==> config.mk <==
export PLATFORM = sky130hd
export DESIGN_NAME = hs_bus_master
export DESIGN_NICKNAME = d
export VERILOG_FILES = /design/src/rtl/hs_bus_master.sv
export SDC_FILE = /design/constraint.sdc
export NUM_CORES = 1
export LEC_CHECK = 0
export ABC_AREA = 1
export BUFFER_PORTS_ARGS = -buffer_cell sky130_fd_sc_hd__buf_2
export CORE_MARGIN = 5
export CORE_UTILIZATION = 35
export DETAILED_ROUTE_END_ITERATION = 8
export PLACE_DENSITY_LB_ADDON = 0.15
export SYNTH_ARGS = -nofsm -noshare
export SYNTH_HDL_FRONTEND = slang
export SYNTH_SLANG_ARGS = --single-unit
==> constraint.sdc <==
create_clock -name clk -period 1.79 [get_ports clk]
set_input_delay 0.0895 -clock clk [delete_from_list [all_inputs] [get_ports clk]]
set_output_delay 0.0895 -clock clk [all_outputs]
set_load 0.03 [all_outputs]
==> src/rtl/hs_bus_master.sv <==
module hs_bus_master #(
  parameter int ADDR_W    = 16,
  parameter int DATA_W    = 32,
  parameter int LEN_W     = 12,
  parameter int SETUP_CYC = 7,
  parameter int HOLD_CYC  = 12,
  parameter int SETUP_MIN = 5,
  parameter int SETUP_MAX = 15,
  parameter int HOLD_MIN  = 10,
  parameter int HOLD_MAX  = 25
) (
  input  logic              clk,
  input  logic              rst_n,
  input  logic              req_valid,
  input  logic [ADDR_W-1:0] req_chan,
  input  logic              req_rd,
  input  logic [LEN_W-1:0]  req_len,
  output logic              busy,
  output logic              done,
  output logic [LEN_W-3:0]  buf_idx,
  input  logic [DATA_W-1:0] buf_wdata,
  output logic              buf_we,
  output logic [DATA_W-1:0] buf_rdata,
  output logic [ADDR_W-1:0] bus_addr,
  output logic [DATA_W-1:0] bus_dout,
  output logic              bus_doe,
  input  logic [DATA_W-1:0] bus_din,
  output logic              bus_ready,
  input  logic              bus_ack
);

  localparam int IDX_W     = LEN_W - 2;
  localparam int SETUP_EFF = (SETUP_CYC < SETUP_MIN) ? SETUP_MIN :
                             (SETUP_CYC > SETUP_MAX) ? SETUP_MAX : SETUP_CYC;
  localparam int HOLD_EFF  = (HOLD_CYC < HOLD_MIN) ? HOLD_MIN :
                             (HOLD_CYC > HOLD_MAX) ? HOLD_MAX : HOLD_CYC;
  localparam int CNT_MAX   = (SETUP_MAX > HOLD_MAX) ? SETUP_MAX : HOLD_MAX;
  localparam int CNT_W     = $clog2(CNT_MAX + 1);
  localparam logic [CNT_W-1:0] SETUP_LAST = CNT_W'(SETUP_EFF - 1);
  localparam logic [CNT_W-1:0] HOLD_LAST  = CNT_W'(HOLD_EFF - 1);
  localparam logic [LEN_W-1:0] WORD_BYTES = LEN_W'(4);

  typedef enum logic [2:0] {
    ST_IDLE, ST_SETUP, ST_WAIT_HI, ST_HOLD, ST_WAIT_LO
  } state_t;

  state_t           state;
  logic [1:0]       ack_pipe;
  logic             ack_s;
  logic [CNT_W-1:0] cnt;
  logic [LEN_W-1:0] rem;
  logic [IDX_W-1:0] idx;
  logic             rd_mode;

  assign ack_s   = ack_pipe[1];
  assign busy    = (state != ST_IDLE);
  assign buf_idx = idx;

  always_ff @(posedge clk) begin
    if (!rst_n) begin
      state     <= ST_IDLE;
      ack_pipe  <= '0;
      cnt       <= '0;
      rem       <= '0;
      idx       <= '0;
      rd_mode   <= 1'b0;
      done      <= 1'b0;
      buf_we    <= 1'b0;
      buf_rdata <= '0;
      bus_addr  <= '0;
      bus_dout  <= '0;
      bus_doe   <= 1'b0;
      bus_ready <= 1'b0;
    end else begin
      ack_pipe <= {ack_pipe[0], bus_ack};
      done     <= 1'b0;
      buf_we   <= 1'b0;
      case (state)
        ST_IDLE: begin
          if (req_valid) begin
            bus_addr <= req_chan;
            rd_mode  <= req_rd;
            rem      <= req_len;
            idx      <= '0;
            cnt      <= '0;
            if (req_len == '0) begin
              done <= 1'b1;
            end else begin
              state    <= ST_SETUP;
              bus_dout <= req_rd ? '0 : buf_wdata;
              bus_doe  <= !req_rd;
            end
          end
        end
        ST_SETUP: begin
          if (cnt == SETUP_LAST) begin
            bus_ready <= 1'b1;
            cnt       <= '0;
            state     <= ST_WAIT_HI;
          end else begin
            cnt <= cnt + CNT_W'(1);
          end
        end
        ST_WAIT_HI: begin
          if (ack_s) begin
            if (rd_mode) begin
              buf_rdata <= bus_din;
              buf_we    <= 1'b1;
            end
            cnt   <= '0;
            state <= ST_HOLD;
          end
        end
        ST_HOLD: begin
          if (cnt == HOLD_LAST) begin
            bus_ready <= 1'b0;
            bus_doe   <= 1'b0;
            idx       <= idx + IDX_W'(1);
            rem       <= (rem > WORD_BYTES) ? rem - WORD_BYTES : '0;
            cnt       <= '0;
            state     <= ST_WAIT_LO;
          end else begin
            cnt <= cnt + CNT_W'(1);
          end
        end
        ST_WAIT_LO: begin
          if (!ack_s) begin
            if (rem == '0) begin
              done  <= 1'b1;
              idx   <= '0;
              state <= ST_IDLE;
            end else begin
              bus_dout <= rd_mode ? '0 : buf_wdata;
              bus_doe  <= !rd_mode;
              state    <= ST_SETUP;
            end
          end
        end
        default: state <= ST_IDLE;
      endcase
    end
  end

  logic [7:0] chk_lo, chk_hi;
  localparam logic [7:0] SU8 = 8'(SETUP_EFF);
  localparam logic [7:0] HD8 = 8'(HOLD_EFF);

  always_ff @(posedge clk) begin
    if (!rst_n) begin
      chk_lo <= '0;
      chk_hi <= '0;
    end else begin
      if (bus_ready || !busy) chk_lo <= '0;
      else if (chk_lo != 8'hFF) chk_lo <= chk_lo + 8'd1;
      if (!bus_ready) chk_hi <= '0;
      else if (ack_s && chk_hi != 8'hFF) chk_hi <= chk_hi + 8'd1;
    end
  end

  a_r2_setup_min: assert property (@(posedge clk) disable iff (!rst_n)
    $rose(bus_ready) |-> chk_lo >= SU8);
  a_r3_hold_min: assert property (@(posedge clk) disable iff (!rst_n)
    $fell(bus_ready) |-> chk_hi >= HD8);
  a_r11_addr_stable: assert property (@(posedge clk) disable iff (!rst_n)
    bus_ready |-> $stable(bus_addr));
  a_r5_dout_stable: assert property (@(posedge clk) disable iff (!rst_n)
    (bus_ready && bus_doe) |-> $stable(bus_dout));
  a_r6_capture_read: assert property (@(posedge clk) disable iff (!rst_n)
    buf_we |-> (bus_ready && !bus_doe));
  a_r9_done_idle: assert property (@(posedge clk) disable iff (!rst_n)
    done |-> !busy);

endmodule

==> results of run 1 <==
[cell usage after synthesis (all sizes together)]
cell	instances	area share (%)
and2	2	0.24
o21ai	64	6.1
or2	1	0.12
buf	17	1.9
nand4	7	0.84
o211a	1	0.19
nand3	41	4.1
o21a	1	0.14
nor3b	2	0.29
ha	6	1.4
a21oi	99	9.5
nand2	157	11
xnor2	3	0.50
xor2	3	0.50
inv	106	7.6
nor3	1	0.096
clkinv	1	0.072
dfxtp	117	45
nor2	119	8.7
clkbuf	20	1.4
[per-stage QoR]
step | instances | power [mW] | cell area, sq um | utilization, % | hold WS, ns
4_1_cts | 1252 | 11.8 | 8000 | 54.8 | 0.00756
3_5_place_dp | 1129 | 8.03 | 6460 | 44.3 | 0.283
6_report | 1252 | 11.7 | 8000 | 54.8 | 0.0234
3_3_place_gp | 1129 | 8.02 | 6460 | 44.3 | 0.280
2_1_floorplan | 768 | 6.74 | 5220 | - | 0.187
5_1_grt | 1252 | 12.5 | 8000 | 54.8 | 0.0566
[report_power, final]
part	total [mW]	switching [mW]	leakage (nW)	internal (mW)
combinational	4.60	3.06	2.59	1.54
clock	3.55	1.27	0.292	2.28
sequential	3.53	0.339	0.958	3.19
[registers in the layout (all words and copies together) (netlist names)]
name / count
buf_rdata: 32
bus_dout: 32
bus_addr: 16
rem: 12
buf_idx: 10
cnt: 5
state: 3
ack_pipe: 2
buf_we: 1
bus_doe: 1
bus_ready: 1
done: 1
rd_mode: 1
[cells by family after synthesis]
| family | synth area share [%] |
|---|---|
| buffers and inverters | 11.0 |
| adders and majority gates | 1.44 |
| and+or+nand+nor | 25.8 |
| DFF | 44.8 |
| AOI/OAI and AO/OA | 16.0 |
| xor gates and xnor gates | 1.01 |
[worst max-delay path, cell delays in order, from the launching register on]
cell,delay (ns)
dfxtp_1,0.36
nor2_4,0.21
nand3_1,0.16
nand3_1,0.16
inv_2,0.07
nand3_2,0.11
buf_12,0.23
nand2_1,0.09
nand2_1,0.07
nor2_1,0.04
[metal layers]
metal	up-vias	GRT usage, %
met2	158	29.1
met4	0	7.13
met5	-	0
li1	2988	-
met3	28	6.11
met1	2437	22.7
[path summary, 6_finish.rpt]
kind,cells past startpoint,end,slack (ns),from
worst max-delay path,9,bus_dout[31],0.17,state[0]
worst min-delay path,3,rem[4],0.02,req_len[4]
worst max register to register,9,bus_dout[31],0.17,state[0]
worst min register to register,2,ack_pipe[1],0.42,ack_pipe[0]
[final cells by class]
class | count | share of cell area [%]
Timing Repair Buffer | 305 | 26.1
Multi-Input combinational cell | 507 | 28.9
Tap cell | 184 | 2.88
Inverter | 107 | 5.02
Clock inverter | 13 | 2.16
Sequential cell | 117 | 29.3
Clock buffer | 19 | 5.66
[what timing repair did]
item	CTS	global route
endpoints found under the setup margin	0	32
hold buffers	91	0
hold endpoints to repair	91	0
resized for setup	0	2
==> results.ini, run 1 <==
[power_and_ir_drop]
ir_drop_mv=0.624
power.density_nw_per_um2=1460
power.leakage_nw=3.84

[routing]
highest_layer=met4
wl_per_cell_microns=12.9
drtIter0Drc=292
drt_first_pass_iters=4
wl_met1_microns=7190
wl_met3_microns=1060
antenna_left=0
route.detailed.drc=0
vias=5611
detail_route.wirelength_microns=16200
met2_length_microns=7650
detail_route.vias_per_cell=4.48

[grt]
antenna_found_initial=0
grt_util_all_layers_pct=18.2
gr-total-overflow=0
grt_pass1_vias=5349
grt_max_degree=66
grt_pass1_wl_microns=26500

[floorplanning]
floorplan.initialDensity_pct=35.8
die_y_microns=132
core_area_sq_um=14600
rows=44
die_area_sq_um=17500
ios=192
die_w_microns=132

[cts]
numCtsBuffers=17
post_cts_buffers=0
cts_max_level=4
clockRootBuffer=clkbuf_16
clock_sinks=117
path_clk_slew_ns=0.06
max-clock-path-buffers=2
cts_tree=yes
insertion_delay_ns=0.41

[critical_path]
critPathLaunchType=register
crit_fanout=50
cp.arrival_ns=1.93
crit_required_ns=2.10
cp-end-kind=register
path_class=reg -> reg

[timing]
fin_setup_tns_ns=0
setup_viol=0
tightest_slew_ns=0.576
slew_headroom_pct=61.5
worst_clock_skew_ns=0.00672
max_freq_mhz=616
finalMaxSlewViolations=0
rsz0062_at_grt=no
fin_crit_sh_pct=90.7
setup_slack_ns=0.167
min_period_ns=1.62
finalHoldViolCount=0

[final_layout]
fill_cells=1354
multiInputGateArea_sq_um=2310
seqCellArea_sq_um=2340
nNetsFinal=1158
layout_common_cells=191 x buf_2, 156 x nand2_1, 116 x nor2_1, 116 x dfxtp_1, 102 x inv_1
drive_gt1_share_pct=24.2
antenna_cells=0
layout_commonest_cell=buf_2
area_growth_pct=53.1

[logic_synthesis]
syn_inst=768
yosysSeqAreaShare_pct=44.8
netlist_area_sq_um=5220
synth_nets=871
ys_ff_latch=117
synth_warnings=0
ys_types=27
syn_avg_cell_area_sq_um=6.80

[run]
maxCapViolCount=0

[placed_design]
place_hpwl_microns=10800
port_buffers=191
gp_congestion=0.813
preCtsSetupSlack_ns=0.119

[run_status]
outcome=completed

[min_path]
hold_class=in -> reg

No activity file was read; power rests on OpenSTA's default activity.
==> run 2, diff against run 1 <==
--- a/config.mk
+++ b/config.mk
@@ -10,7 +10,7 @@
 export CORE_MARGIN = 5
 export CORE_UTILIZATION = 35
 export DETAILED_ROUTE_END_ITERATION = 8
-export PLACE_DENSITY_LB_ADDON = 0.15
+export PLACE_DENSITY_LB_ADDON = 0.1
 export SYNTH_ARGS = -nofsm -noshare
 export SYNTH_HDL_FRONTEND = slang
 export SYNTH_SLANG_ARGS = --single-unit
==> results.ini, run 2 (synthesis results as in run 1) <==
[final_layout]
top_regs=buf_rdata (32), bus_dout (32), bus_addr (16)
finish.utilization_pct=54.5  ; -0.36 points
layout_common_cells=191 x buf_2, 156 x nand2_1, 117 x dfxtp_1, 116 x nor2_1, 100 x inv_1
nNetsFinal=1154  ; -0.35%
antenna_cells=0  ; unchanged
area_growth_pct=52.1
drive_gt1_share_pct=23.9  ; -0.29 points
layout_commonest_cell=buf_2

[power_and_ir_drop]
ir_drop_mv=0.813  ; +30%
power.density_nw_per_um2=1440  ; -1.0%
power.leakage_nw=3.82  ; -0.57%

[routing]
antenna_left=0  ; unchanged
detail_route.vias_per_cell=4.50  ; +0.41%
drtIter0Drc=210  ; -28%
detail_route.wirelength_microns=16200  ; about the same
route.detailed.drc=0  ; unchanged
vias=5616  ; +0.089%
wl_per_cell_microns=13.0  ; +0.35%
drt_first_pass_iters=4  ; unchanged

[critical_path]
crit_fanout=34  ; -32%
path_class=reg -> reg
cp.buffers_inverters=1  ; -1
timing.rr.start=rem[6]
worstReg2RegEnd=bus_dout[20]
worstSetupStartpoint=rem[6]
crit_required_ns=2.09  ; about the same
cpPeakStageDelay_ns=0.34  ; -0.02 ns
cp.arrival_ns=1.91  ; -0.02 ns
crit_path_frequent_cell=nand2_1
cp-end-kind=register
crit_path_cell_trace=nor2_1 > nand2_1 > nor2_2 > nand3_1 > nand3_2 > buf_12 > nand2_1 > nand2_1 > nor2_1
r2r_slack_ns=0.18  ; about the same
crit_family=simple AND/OR/NAND/NOR gates
critPathLaunchType=register
worstRegToRegCells=9  ; unchanged
slowest_stage=dfxtp_1

[cts]
insertion_delay_ns=0.41  ; about the same
max-clock-path-buffers=2  ; unchanged
post_cts_buffers=0  ; unchanged
numCtsBuffers=17  ; unchanged
cts_max_level=4  ; unchanged
cts_tree=yes
clock_sinks=117  ; unchanged
clockRootBuffer=clkbuf_16
path_clk_slew_ns=0.06  ; about the same

[floorplanning]
core_area_sq_um=14600  ; unchanged
rows=44  ; unchanged
ios=192  ; unchanged
die_y_microns=132  ; unchanged
floorplan.initialDensity_pct=35.8  ; unchanged
die_w_microns=132  ; unchanged
die_area_sq_um=17500  ; unchanged

[run_status]
outcome=completed

[timing]
finalMaxSlewViolations=0  ; unchanged
finalHoldViolCount=0  ; unchanged
whs_ns=0.0346  ; +0.0111 ns
rsz0062_at_grt=no
fin_crit_sh_pct=90.0  ; -0.72 points
slew_headroom_pct=61.4  ; -0.17 points
fin_setup_tns_ns=0  ; unchanged
setup_viol=0  ; unchanged
min_period_ns=1.61  ; -0.0129 ns
max_freq_mhz=621  ; +0.80%
worst_clock_skew_ns=0.00891  ; +0.00219 ns
tightest_slew_ns=0.579  ; +0.00254 ns

[grt]
grt_max_degree=84  ; +27%
grt_pass1_vias=5385  ; +0.67%
gr-total-overflow=0  ; unchanged
grt_util_all_layers_pct=18.2  ; about the same
grt_pass1_wl_microns=26200  ; -1.1%
antenna_found_initial=0  ; unchanged

[min_path]
hold-path-endpoint=rem[3]
whs_path_depth=3  ; unchanged
min_from=req_len[3]
hold_class=in -> reg

[placed_design]
place_hpwl_microns=10800  ; +0.59%
port_buffers=191  ; unchanged
gp_congestion=0.843  ; +3.7%

[run]
maxCapViolCount=0  ; unchanged

==> run 2: area by class of cell <==
class / count / area, sq um
Timing Repair Buffer: 301 / 2070
Tap cell: 184 / 230
Fill cell: 1408 / 6640
Clock inverter: 9 / 100
Inverter: 107 / 405
Clock buffer: 23 / 488
Multi-Input combinational cell: 507 / 2310
Sequential cell: 117 / 2340
==> run 2: timing repair <==
item,in CTS,in global routing
endpoints found under the hold margin,91,0
setup endpoints to repair,0,33
hold buffers,91,0
resized for setup,0,4
==> run 2: worst min-delay path: stages <==
cell	delay [ns]
buf_2	0.11
a21oi_1	0.07
a21oi_1	0.13
==> run 2: per-stage QoR <==
step	setup slack [ns]	power [mW]	instances	area [sq um]
final	0.180	11.5	1248	7950
after global routing	0.0413	12.3	1248	7950
after CTS	0.104	11.6	1248	7940
after detailed placement	0.116	8.05	1125	6440
after global placement	0.153	8.05	1125	6440
after floorplan	0.216	6.74	768	5220
==> run 2: where the power goes <==
part / internal [mW] / total, mW / switching (mW)
Clock: 2.18 / 3.35 / 1.17
Sequential: 3.19 / 3.52 / 0.333
Combinational: 1.56 / 4.61 / 3.05
==> run 2: worst max-delay path by stage <==
| stage | endpoint | slack [ns] | cells past startpoint |
|---|---|---|---|
| after floorplan | buf_idx[8] | 0.22 | 9 |
| final | bus_dout[20] | 0.18 | 9 |
| after CTS | bus_dout[7] | 0.10 | 9 |
| after global routing | bus_dout[16] | 0.04 | 9 |
| after global placement | bus_dout[12] | 0.15 | 9 |
| after detailed placement | bus_dout[7] | 0.12 | 9 |
==> run 2: per-layer routing <==
layer / up-vias / track usage (%) / wire length (microns)
met1: 2448 / 21.3 / 6980
met2: 156 / 30.4 / 7820
met4: 0 / 7.86 / 387
met5: - / 0 / 0
li1: 2987 / - / -
met3: 25 / 6.26 / 1020
